**src/rtl/iir2_pkg.sv**
```systemverilog
package iir2_pkg;
  typedef enum logic {
    SLOT_CH0 = 1'b0,
    SLOT_CH1 = 1'b1
  } slot_e;

  function automatic slot_e slot_other(input slot_e s);
    return (s == SLOT_CH0) ? SLOT_CH1 : SLOT_CH0;
  endfunction
endpackage

```
**src/rtl/iir2_rst_sync.sv**
```systemverilog
module iir2_rst_sync (
  input  logic clk,
  input  logic rst_n,
  output logic rst_sync_n
);
  logic [1:0] sync_q;

  always_ff @(posedge clk or negedge rst_n) begin
    if (!rst_n) sync_q <= 2'b00;
    else        sync_q <= {sync_q[0], 1'b1};
  end

  assign rst_sync_n = sync_q[1];
endmodule

```
**src/rtl/iir2_slot_check.sv**
```systemverilog
module iir2_slot_check
  import iir2_pkg::*;
(
  input  logic clk,
  input  logic rst_n,
  input  logic in_valid,
  input  logic in_chan,
  output logic accept,
  output logic exp_chan,
  output logic chan_err
);
  slot_e exp_q, exp_d;
  logic  err_q, err_d;
  logic  mismatch;

  assign mismatch = (in_chan != logic'(exp_q));
  assign accept   = in_valid && !mismatch;

  always_comb begin
    exp_d = exp_q;
    err_d = err_q;
    if (accept)                exp_d = slot_other(exp_q);
    if (in_valid && mismatch)  err_d = 1'b1;
  end

  always_ff @(posedge clk or negedge rst_n) begin
    if (!rst_n) begin
      exp_q <= SLOT_CH0;
      err_q <= 1'b0;
    end else begin
      exp_q <= exp_d;
      err_q <= err_d;
    end
  end

  assign exp_chan = logic'(exp_q);
  assign chan_err = err_q;

  // the error flag never clears without reset
  a_r7_err_sticky: assert property (@(posedge clk) disable iff (!rst_n)
    chan_err |=> chan_err);

  // an accepted sample hands the next slot to the other channel
  a_r6_turn_passes: assert property (@(posedge clk) disable iff (!rst_n)
    (in_valid && in_chan == exp_chan) |=> (exp_chan != $past(in_chan)));
endmodule

```
**src/rtl/iir2_coef_mul.sv**
```systemverilog
module iir2_coef_mul #(
  parameter int W = 16
) (
  input  logic signed [W-1:0] coef_i,
  input  logic signed [W-1:0] y_i,
  output logic signed [W-1:0] p_o
);
  localparam int PW = 2 * W;
  localparam int SH = W - 1;
  localparam logic signed [PW-1:0] BIAS = PW'(1) <<< (W - 2);

  logic signed [PW-1:0] coef_ext;
  logic signed [PW-1:0] y_ext;

  assign coef_ext = PW'(coef_i);
  assign y_ext    = PW'(y_i);
  assign p_o      = W'(((coef_ext * y_ext) + BIAS) >>> SH);
endmodule

```
**src/rtl/iir2_loop.sv**
```systemverilog
module iir2_loop #(
  parameter int W = 16
) (
  input  logic                clk,
  input  logic                rst_n,
  input  logic                en,
  input  logic signed [W-1:0] coef,
  input  logic signed [W-1:0] x_i,
  output logic signed [W-1:0] y_o
);
  logic signed [W-1:0] y_q, y_d;
  logic signed [W-1:0] p_q, p_d;
  logic signed [W-1:0] p_now;

  iir2_coef_mul #(.W(W)) u_mul (
    .coef_i (coef),
    .y_i    (y_q),
    .p_o    (p_now)
  );

  always_comb begin
    y_d = y_q;
    p_d = p_q;
    if (en) begin
      y_d = p_q + x_i;
      p_d = p_now;
    end
  end

  always_ff @(posedge clk or negedge rst_n) begin
    if (!rst_n) begin
      y_q <= '0;
      p_q <= '0;
    end else begin
      y_q <= y_d;
      p_q <= p_d;
    end
  end

  assign y_o = y_q;

  // a stalled slot leaves both loop registers untouched
  a_r8_hold_idle: assert property (@(posedge clk) disable iff (!rst_n)
    !en |=> ($stable(y_q) && $stable(p_q)));
endmodule

```
**src/rtl/iir2_interleaved.sv**
```systemverilog
module iir2_interleaved #(
  parameter int W = 16
) (
  input  logic         clk,
  input  logic         rst_n,
  input  logic [W-1:0] coef,
  input  logic         in_valid,
  input  logic         in_chan,
  input  logic [W-1:0] in_data,
  output logic         out_valid,
  output logic         out_chan,
  output logic [W-1:0] out_data,
  output logic         chan_err
);
  logic rst_s_n;
  logic accept;
  logic exp_chan;
  logic vld_q, vld_d;
  logic tag_q, tag_d;
  logic signed [W-1:0] y_w;

  iir2_rst_sync u_rst (
    .clk        (clk),
    .rst_n      (rst_n),
    .rst_sync_n (rst_s_n)
  );

  iir2_slot_check u_slot (
    .clk      (clk),
    .rst_n    (rst_s_n),
    .in_valid (in_valid),
    .in_chan  (in_chan),
    .accept   (accept),
    .exp_chan (exp_chan),
    .chan_err (chan_err)
  );

  iir2_loop #(.W(W)) u_loop (
    .clk   (clk),
    .rst_n (rst_s_n),
    .en    (accept),
    .coef  (coef),
    .x_i   (in_data),
    .y_o   (y_w)
  );

  always_comb begin
    vld_d = accept;
    tag_d = tag_q;
    if (accept) tag_d = in_chan;
  end

  always_ff @(posedge clk or negedge rst_s_n) begin
    if (!rst_s_n) begin
      vld_q <= 1'b0;
      tag_q <= 1'b0;
    end else begin
      vld_q <= vld_d;
      tag_q <= tag_d;
    end
  end

  assign out_valid = vld_q;
  assign out_chan  = tag_q;
  assign out_data  = y_w;

  // a well-tagged sample yields a result tagged with its own channel
  a_r2_tag_follows: assert property (@(posedge clk) disable iff (!rst_s_n)
    (in_valid && in_chan == exp_chan) |=> (out_valid && out_chan == $past(in_chan)));

  // a mis-tagged sample gives no result and raises the flag
  a_r7_reject_silent: assert property (@(posedge clk) disable iff (!rst_s_n)
    (in_valid && in_chan != exp_chan) |=> (!out_valid && chan_err && $stable(out_data)));
endmodule

```
**config.mk**
```make
export PLATFORM = sky130hd
export DESIGN_NAME = iir2_interleaved
export DESIGN_NICKNAME = d
export VERILOG_FILES = /design/src/rtl/iir2_pkg.sv /design/src/rtl/iir2_rst_sync.sv /design/src/rtl/iir2_slot_check.sv /design/src/rtl/iir2_coef_mul.sv /design/src/rtl/iir2_loop.sv /design/src/rtl/iir2_interleaved.sv
export SDC_FILE = /design/constraint.sdc
export NUM_CORES = 1
export LEC_CHECK = 0
export ABC_CLOCK_PERIOD_IN_PS = 1500
export BUFFER_PORTS_ARGS = -buffer_cell sky130_fd_sc_hd__buf_4
export CAP_MARGIN = 0
export CORE_AREA = 2 2 163 165
export CTS_CLUSTER_SIZE = 10
export DETAILED_ROUTE_END_ITERATION = 16
export DIE_AREA = 0 0 165 167
export PLACE_DENSITY = 0.61
export SYNTH_ARGS = -nofsm -noshare
export SYNTH_HDL_FRONTEND = slang
export SYNTH_HIERARCHICAL = 1
export SYNTH_SLANG_ARGS = --single-unit
export TNS_END_PERCENT = 5
```
**constraint.sdc**
```tcl
create_clock -name clk -period 1.5 [get_ports clk]
set_clock_uncertainty 0.2 [all_clocks]
set_input_delay 0.075 -clock clk [delete_from_list [all_inputs] [get_ports clk]]
set_output_delay 0.075 -clock clk [all_outputs]
set_load 0.02 [all_outputs]
```
# --- Word-level counts from Yosys, hierarchy flattened ---
# Index checks and enable logic that the tools add are counted.
totals:
  register_bits: 38
  latch_bits: 0
  mem_bits_rw: 0
  romBits: 0
  memories: 0
op_classes:
  n_addsub: 2
  n_mul: 1
  div_mod_pow: 0
  order_cmp: 0
  eq_ne: 1
  shifts: 0
  n_mux: 1
  n_bitwise: 0
  n_reduce_logical: 3
ops:
  columns: ["op", "n"]
  rows:
  - ["31-bit by 16-bit adder with 31-bit output, second input constant", 1]
  - ["16-bit by 16-bit multiplier with 31-bit output", 1]
  - ["16-bit adder", 1]
  - ["1-bit logical AND", 2]
  - ["1-bit logical NOT", 1]
  - ["1-bit 2-to-1 mux", 1]
  - ["1-bit inequality test", 1]

# --- Longest topological paths before layout ---
depth:
  ltp_word: 3
  mapped_depth: 23
  mapped_depth_nobuf: 22

# --- By module ---
# Netlist, hierarchy kept.
by_module_without_submodules:
  columns: ["mod", "n_inst", "cells_per_inst", "area_each_um2"]
  rows:
  - ["iir2_coef_mul", 1, 1022, 9320.2]
  - ["iir2_loop", 1, 179, 1953.1]
  - ["iir2_slot_check", 1, 8, 82.6]
  - ["iir2_interleaved", 1, 3, 65.1]
  - ["iir2_rst_sync", 1, 3, 53.8]

# --- Worst setup path after synthesis ---
# Ideal clock, no wire load.
synth_timing:
  path_type: "reg-to-reg"
  from: "register u_loop.y_q[1], in the netlist u_loop/y_o[1]"
  to: "register u_loop.p_q[14]"
  arrival_time_ps: 5952
  required_ps: 1175
  setup_slack_ps: -4777
  stages_incl_launch_ff: 20
  cell_sequence: "dfrtp_1 clkbuf_1 nand2_1 inv_1 fa_1 inv_1 fa_1 inv_1 fa_1 fa_1 fa_1 fa_1 ha_1 a21o_1 a211oi_1 inv_1 o311a_1 a21oi_2 xnor2_1 mux2_2"
synth_between:
  elab_chain_cells: 2
synth_rtl:
  columns: ["item", "line_no", "source"]
  rows:
  - ["start: declaration", "iir2_loop.sv:11", "logic signed [W-1:0] y_q, y_d;"]
  - ["start signal: assignment", "iir2_loop.sv:35", "y_q <= y_d;"]
  - ["16-bit by 16-bit multiplier with 31-bit output", "iir2_coef_mul.sv:17", "assign p_o = W'(((coef_ext * y_ext) + BIAS) >>> SH);"]
  - ["31-bit by 16-bit adder with 31-bit output", "iir2_coef_mul.sv:17", null]
  - ["net u_loop.p_now[14]", "iir2_loop.sv:13", "logic signed [W-1:0] p_now;"]
  - ["end signal: assignment", "iir2_loop.sv:36", "p_q <= p_d;"]
  - ["end: declaration", "iir2_loop.sv:12", "logic signed [W-1:0] p_q, p_d;"]
# The timed path passes the listed nets, and every way through them passes these cells.
# A chain may end at the register's enable or synchronous reset.

# --- Final worst setup path ---
layout_timing:
  from: "register u_loop.y_q[2], in the netlist u_loop/y_o[2]"
  to: "register u_loop.p_q[14]"
# Same word-level chain as after synthesis.

==> results.md <==
* Outcome: complete, but fails checks
* Failing checks: negative hold slack, negative setup slack
* Main combinational cell family by area after synthesis: adder cells
* Vias at 8817
* Area growth syn-to-layout at 28.9%
* Clk root buf: clkbuf_16
* ANT cells at 0
* All-Layer GR Usage at 23.6%
* Hold Crit Start: in_data[0]
* Setup ws final at -4.47 ns
* DIE HEIGHT at 167 µm
* Post-DP HPWL at between 20 and 30 mm
* Die area at approximately 28000 µm²
* # fillers at 2271
* Num CTS Buffers at 5
* CTS max path bufs at 2
* Cts hold-fix bufs at 6
* # DRC at 0
* Compound-cell area share of the yosys netlist at 6.64%
* Min Clock Period, post-route at about 6.0 ns
* Footprint of the multi-input gates at around 10000 µm²
* Share of cells above drive strength 1 at approximately 29%
* Cell Area, Placed at roughly 14000 µm²
* Number of synthesized flops with an enable pin at 0
* Initial antenna violation count at 0
* Synth Warn # at 6
* Adder-Cell Fraction of Synth Area at 54.7%
* Initial Utilization at 44.5%
* Nets@finish at around 1800
* FP Rows at 59
* Ys async rst share at 100%
* Largest net degree at the start of global routing at 37
* Vias in the first global route at between 10000 and 15000
* Max-cap violation count at 0
* CP endpoint kind: flip-flop
* Crit path DAT at 5.94 ns
* Pre-CTS setup slack at -4.54 ns
* Top FF cell, synth: dfrtp_1
* Core area at roughly 26000 µm²
* Register area share after synthesis at about 8.3%
* RSZ-0062 raised after global routing: true
* First-pass GRT wire length at 50.7 mm
* Final hold vios at 2
* CTS Sinks at 38
* Multiplexer share of the synthesized area at roughly 2.6%
* Starting DRT DRC Count at around 340
* Hold Path Class: in -> reg
* Total Wirelength at between 20 and 30 mm
* Clk_lat worst skew at 0.29 ns
* Final non-filler cell total at 1784
* CTS tree: built
* Slew Viols, Final at 0
* Post-synthesis xor/xnor area fraction at 3.05%
* I/O Buffers at between 50 and 60
* Worst hold slack at -0.0333 ns
* Startpoint types: flip-flop
* Critical path fanouts, max at 5
* Grt total ovfl at 0
* Worst flop-to-flop path startpoint: u_loop/y_o[2]$_DFFE_PN0P_
* Synth Register Bits at 38
* Cell variety after synth at 54
* Die W at between 150 and 200 µm
* Worst-path clk slew at ~0.070 ns
* Syn Std Cell Area at 11500 µm²
* Critical path class: reg -> reg
* I/O pin count at 55
* Syn Area/Cell at roughly 9.4 µm²
* Register area at just under 1000 µm²
* Synth Area in Simple Gates at 14.2%
* Critical Path RT at 1.47 ns
* H-tree depth at 2
* Placed cell count at 1749
* Setup violators final at 34
* Syn Inst Count at 1215
* Worst Setup SP: u_loop/y_o[2]$_DFFE_PN0P_
* Final GP Congestion at approximately 0.84
* Avg Vias per Cell at between 4 and 5
* Mapped Nets at approximately 1600
* Design Area, Final at 14800 µm²
* FF-to-FF path depth at 21
* Worst hold stages at 3
* Drt pass-1 iters at 5
* Period utilisation layout at 398%
* Wire per inst at 16.7 µm
* Antenna Nets Post-Route at 0
* Max Clk Rate at 168 MHz
-- cell usage after synthesis (2+ instances only) --
library cell | instances | share of area, %
clkbuf_1 | 38 | 1.2
nor4_1 | 2 | 0.11
inv_1 | 284 | 9.3
nor3_1 | 3 | 0.13
a211oi_2 | 3 | 0.33
o31ai_1 | 2 | 0.13
xnor2_1 | 30 | 2.3
nand2_1 | 150 | 4.9
dfrtp_1 | 38 | 8.3
nand2b_1 | 5 | 0.27
a211o_1 | 4 | 0.31
nand4_1 | 10 | 0.55
o211ai_1 | 5 | 0.33
a21oi_1 | 32 | 1.4
nand3_1 | 4 | 0.17
a211oi_1 | 3 | 0.20
xor2_1 | 10 | 0.76
and3_1 | 3 | 0.16
a21o_1 | 10 | 0.65
o21ai_1 | 5 | 0.22
fa_1 | 257 | 45
nor2_1 | 31 | 1.0
and4_1 | 3 | 0.23
o21bai_1 | 2 | 0.13
and2_1 | 117 | 6.4
a311oi_1 | 2 | 0.15
o21ai_0 | 14 | 0.61
mux2_2 | 25 | 2.5
ha_1 | 90 | 9.8
a21oi_2 | 4 | 0.31
o21a_1 | 2 | 0.13
a31oi_1 | 5 | 0.27
-- cells by family (layout without fill, tap and decap cells) --
group | Yosys count | after routing
AOI/OAI and AO/OA | 108 | 108
xor gates and xnor gates | 40 | 40
and+or+nand+nor | 332 | 332
buffers and inverters | 323 | 557
muxes | 26 | 26
DFF | 38 | 38
adders and majority gates | 347 | 347
other | 1 | 1
-- per-layer routing --
metal  up-vias  share of wire (%)  global-route usage (%)
met5         -                  0                       0
met4         0                3.7                    8.28
met3        55                2.3                    1.94
met2       125                 53                    42.7
met1      4517                 41                    29.4
li1       4120                  -                       -
-- worst paths after layout --
kind / to / slack, ns
worst max-delay path: u_loop/p_q[14]$_DFFE_PN0P_ / -4.47
worst min-delay path: u_loop/y_o[0]$_DFFE_PN0P_ / -0.03
worst max register to register: u_loop/p_q[14]$_DFFE_PN0P_ / -4.47
worst min register to register: u_slot/chan_err$_DFFE_PN0P_ / 0.03
max in group asynchronous: u_rst/sync_q[0]$_DFF_PN0_ / 0.54
min in group asynchronous: u_slot/chan_err$_DFFE_PN0P_ / 0.03
-- metrics by stage --
step	utilization [%]	TNS (ns)	hold slack (ns)
after floorplan	-	-75.28	-0.421
after global placement	53.5	-79.23	-0.343
after detailed placement	53.5	-80.30	-0.340
after CTS	56.1	-78.08	-0.0377
after global routing	57.4	-82.01	-0.0377
final	57.4	-77.69	-0.0333
-- layout make-up --
class	instances	share of cell area (%)
multi-input cells	854	66.5
repair buffers	265	15.5
inverters	284	7.24
flip-flops and latches	38	6.52
well taps	335	2.83
clock buffers	6	0.939
clock inverters	2	0.406
-- worst max-delay path, stage by stage (launching register included) --
cell and delay [ns]:
dfrtp_2 0.43, buf_12 0.15, and2_1 0.17, fa_1 0.53, inv_1 0.06, fa_2 0.48
fa_1 0.51, inv_1 0.06, fa_1 0.49, fa_1 0.49, inv_1 0.05, fa_1 0.50
inv_1 0.05, ha_2 0.33, o21ai_1 0.08, a21oi_2 0.20, nor2_2 0.09, o211ai_1 0.27
o311a_4 0.27, a21oi_2 0.05, xnor2_1 0.11, mux2_2 0.26
-- registers in the layout, indices dropped and copies added, names as in the netlist --
register / flops
out_chan: 1
u_slot/chan_err: 1
out_valid: 1
u_slot/exp_chan: 1
u_loop/p_q: 16
u_rst/sync_q: 2
u_loop/y_o: 16
-- timing repair --
| action | 4_1_cts | 5_1_grt |
|---|---|---|
| pin swaps | 47 | 50 |
| setup endpoints to repair | 38 | 38 |
| endpoints found under the hold margin | 7 | 1 |
| resized for setup | 64 | 59 |
| setup buffers | 12 | 9 |
-- cell usage in the layout, fill, tap and decap left out, drive strengths merged, types with 20 or more instances in the layout --
master and n:
a21oi 36, xnor2 30, nand2 150, o21ai 20
dfrtp 38, and2 117, mux2 26, ha 90
fa 257, nor2 32, inv 284, buf 259
Power is not shown: default switching activity piles up to over one toggle a cycle in this logic, so the estimate is an artifact.
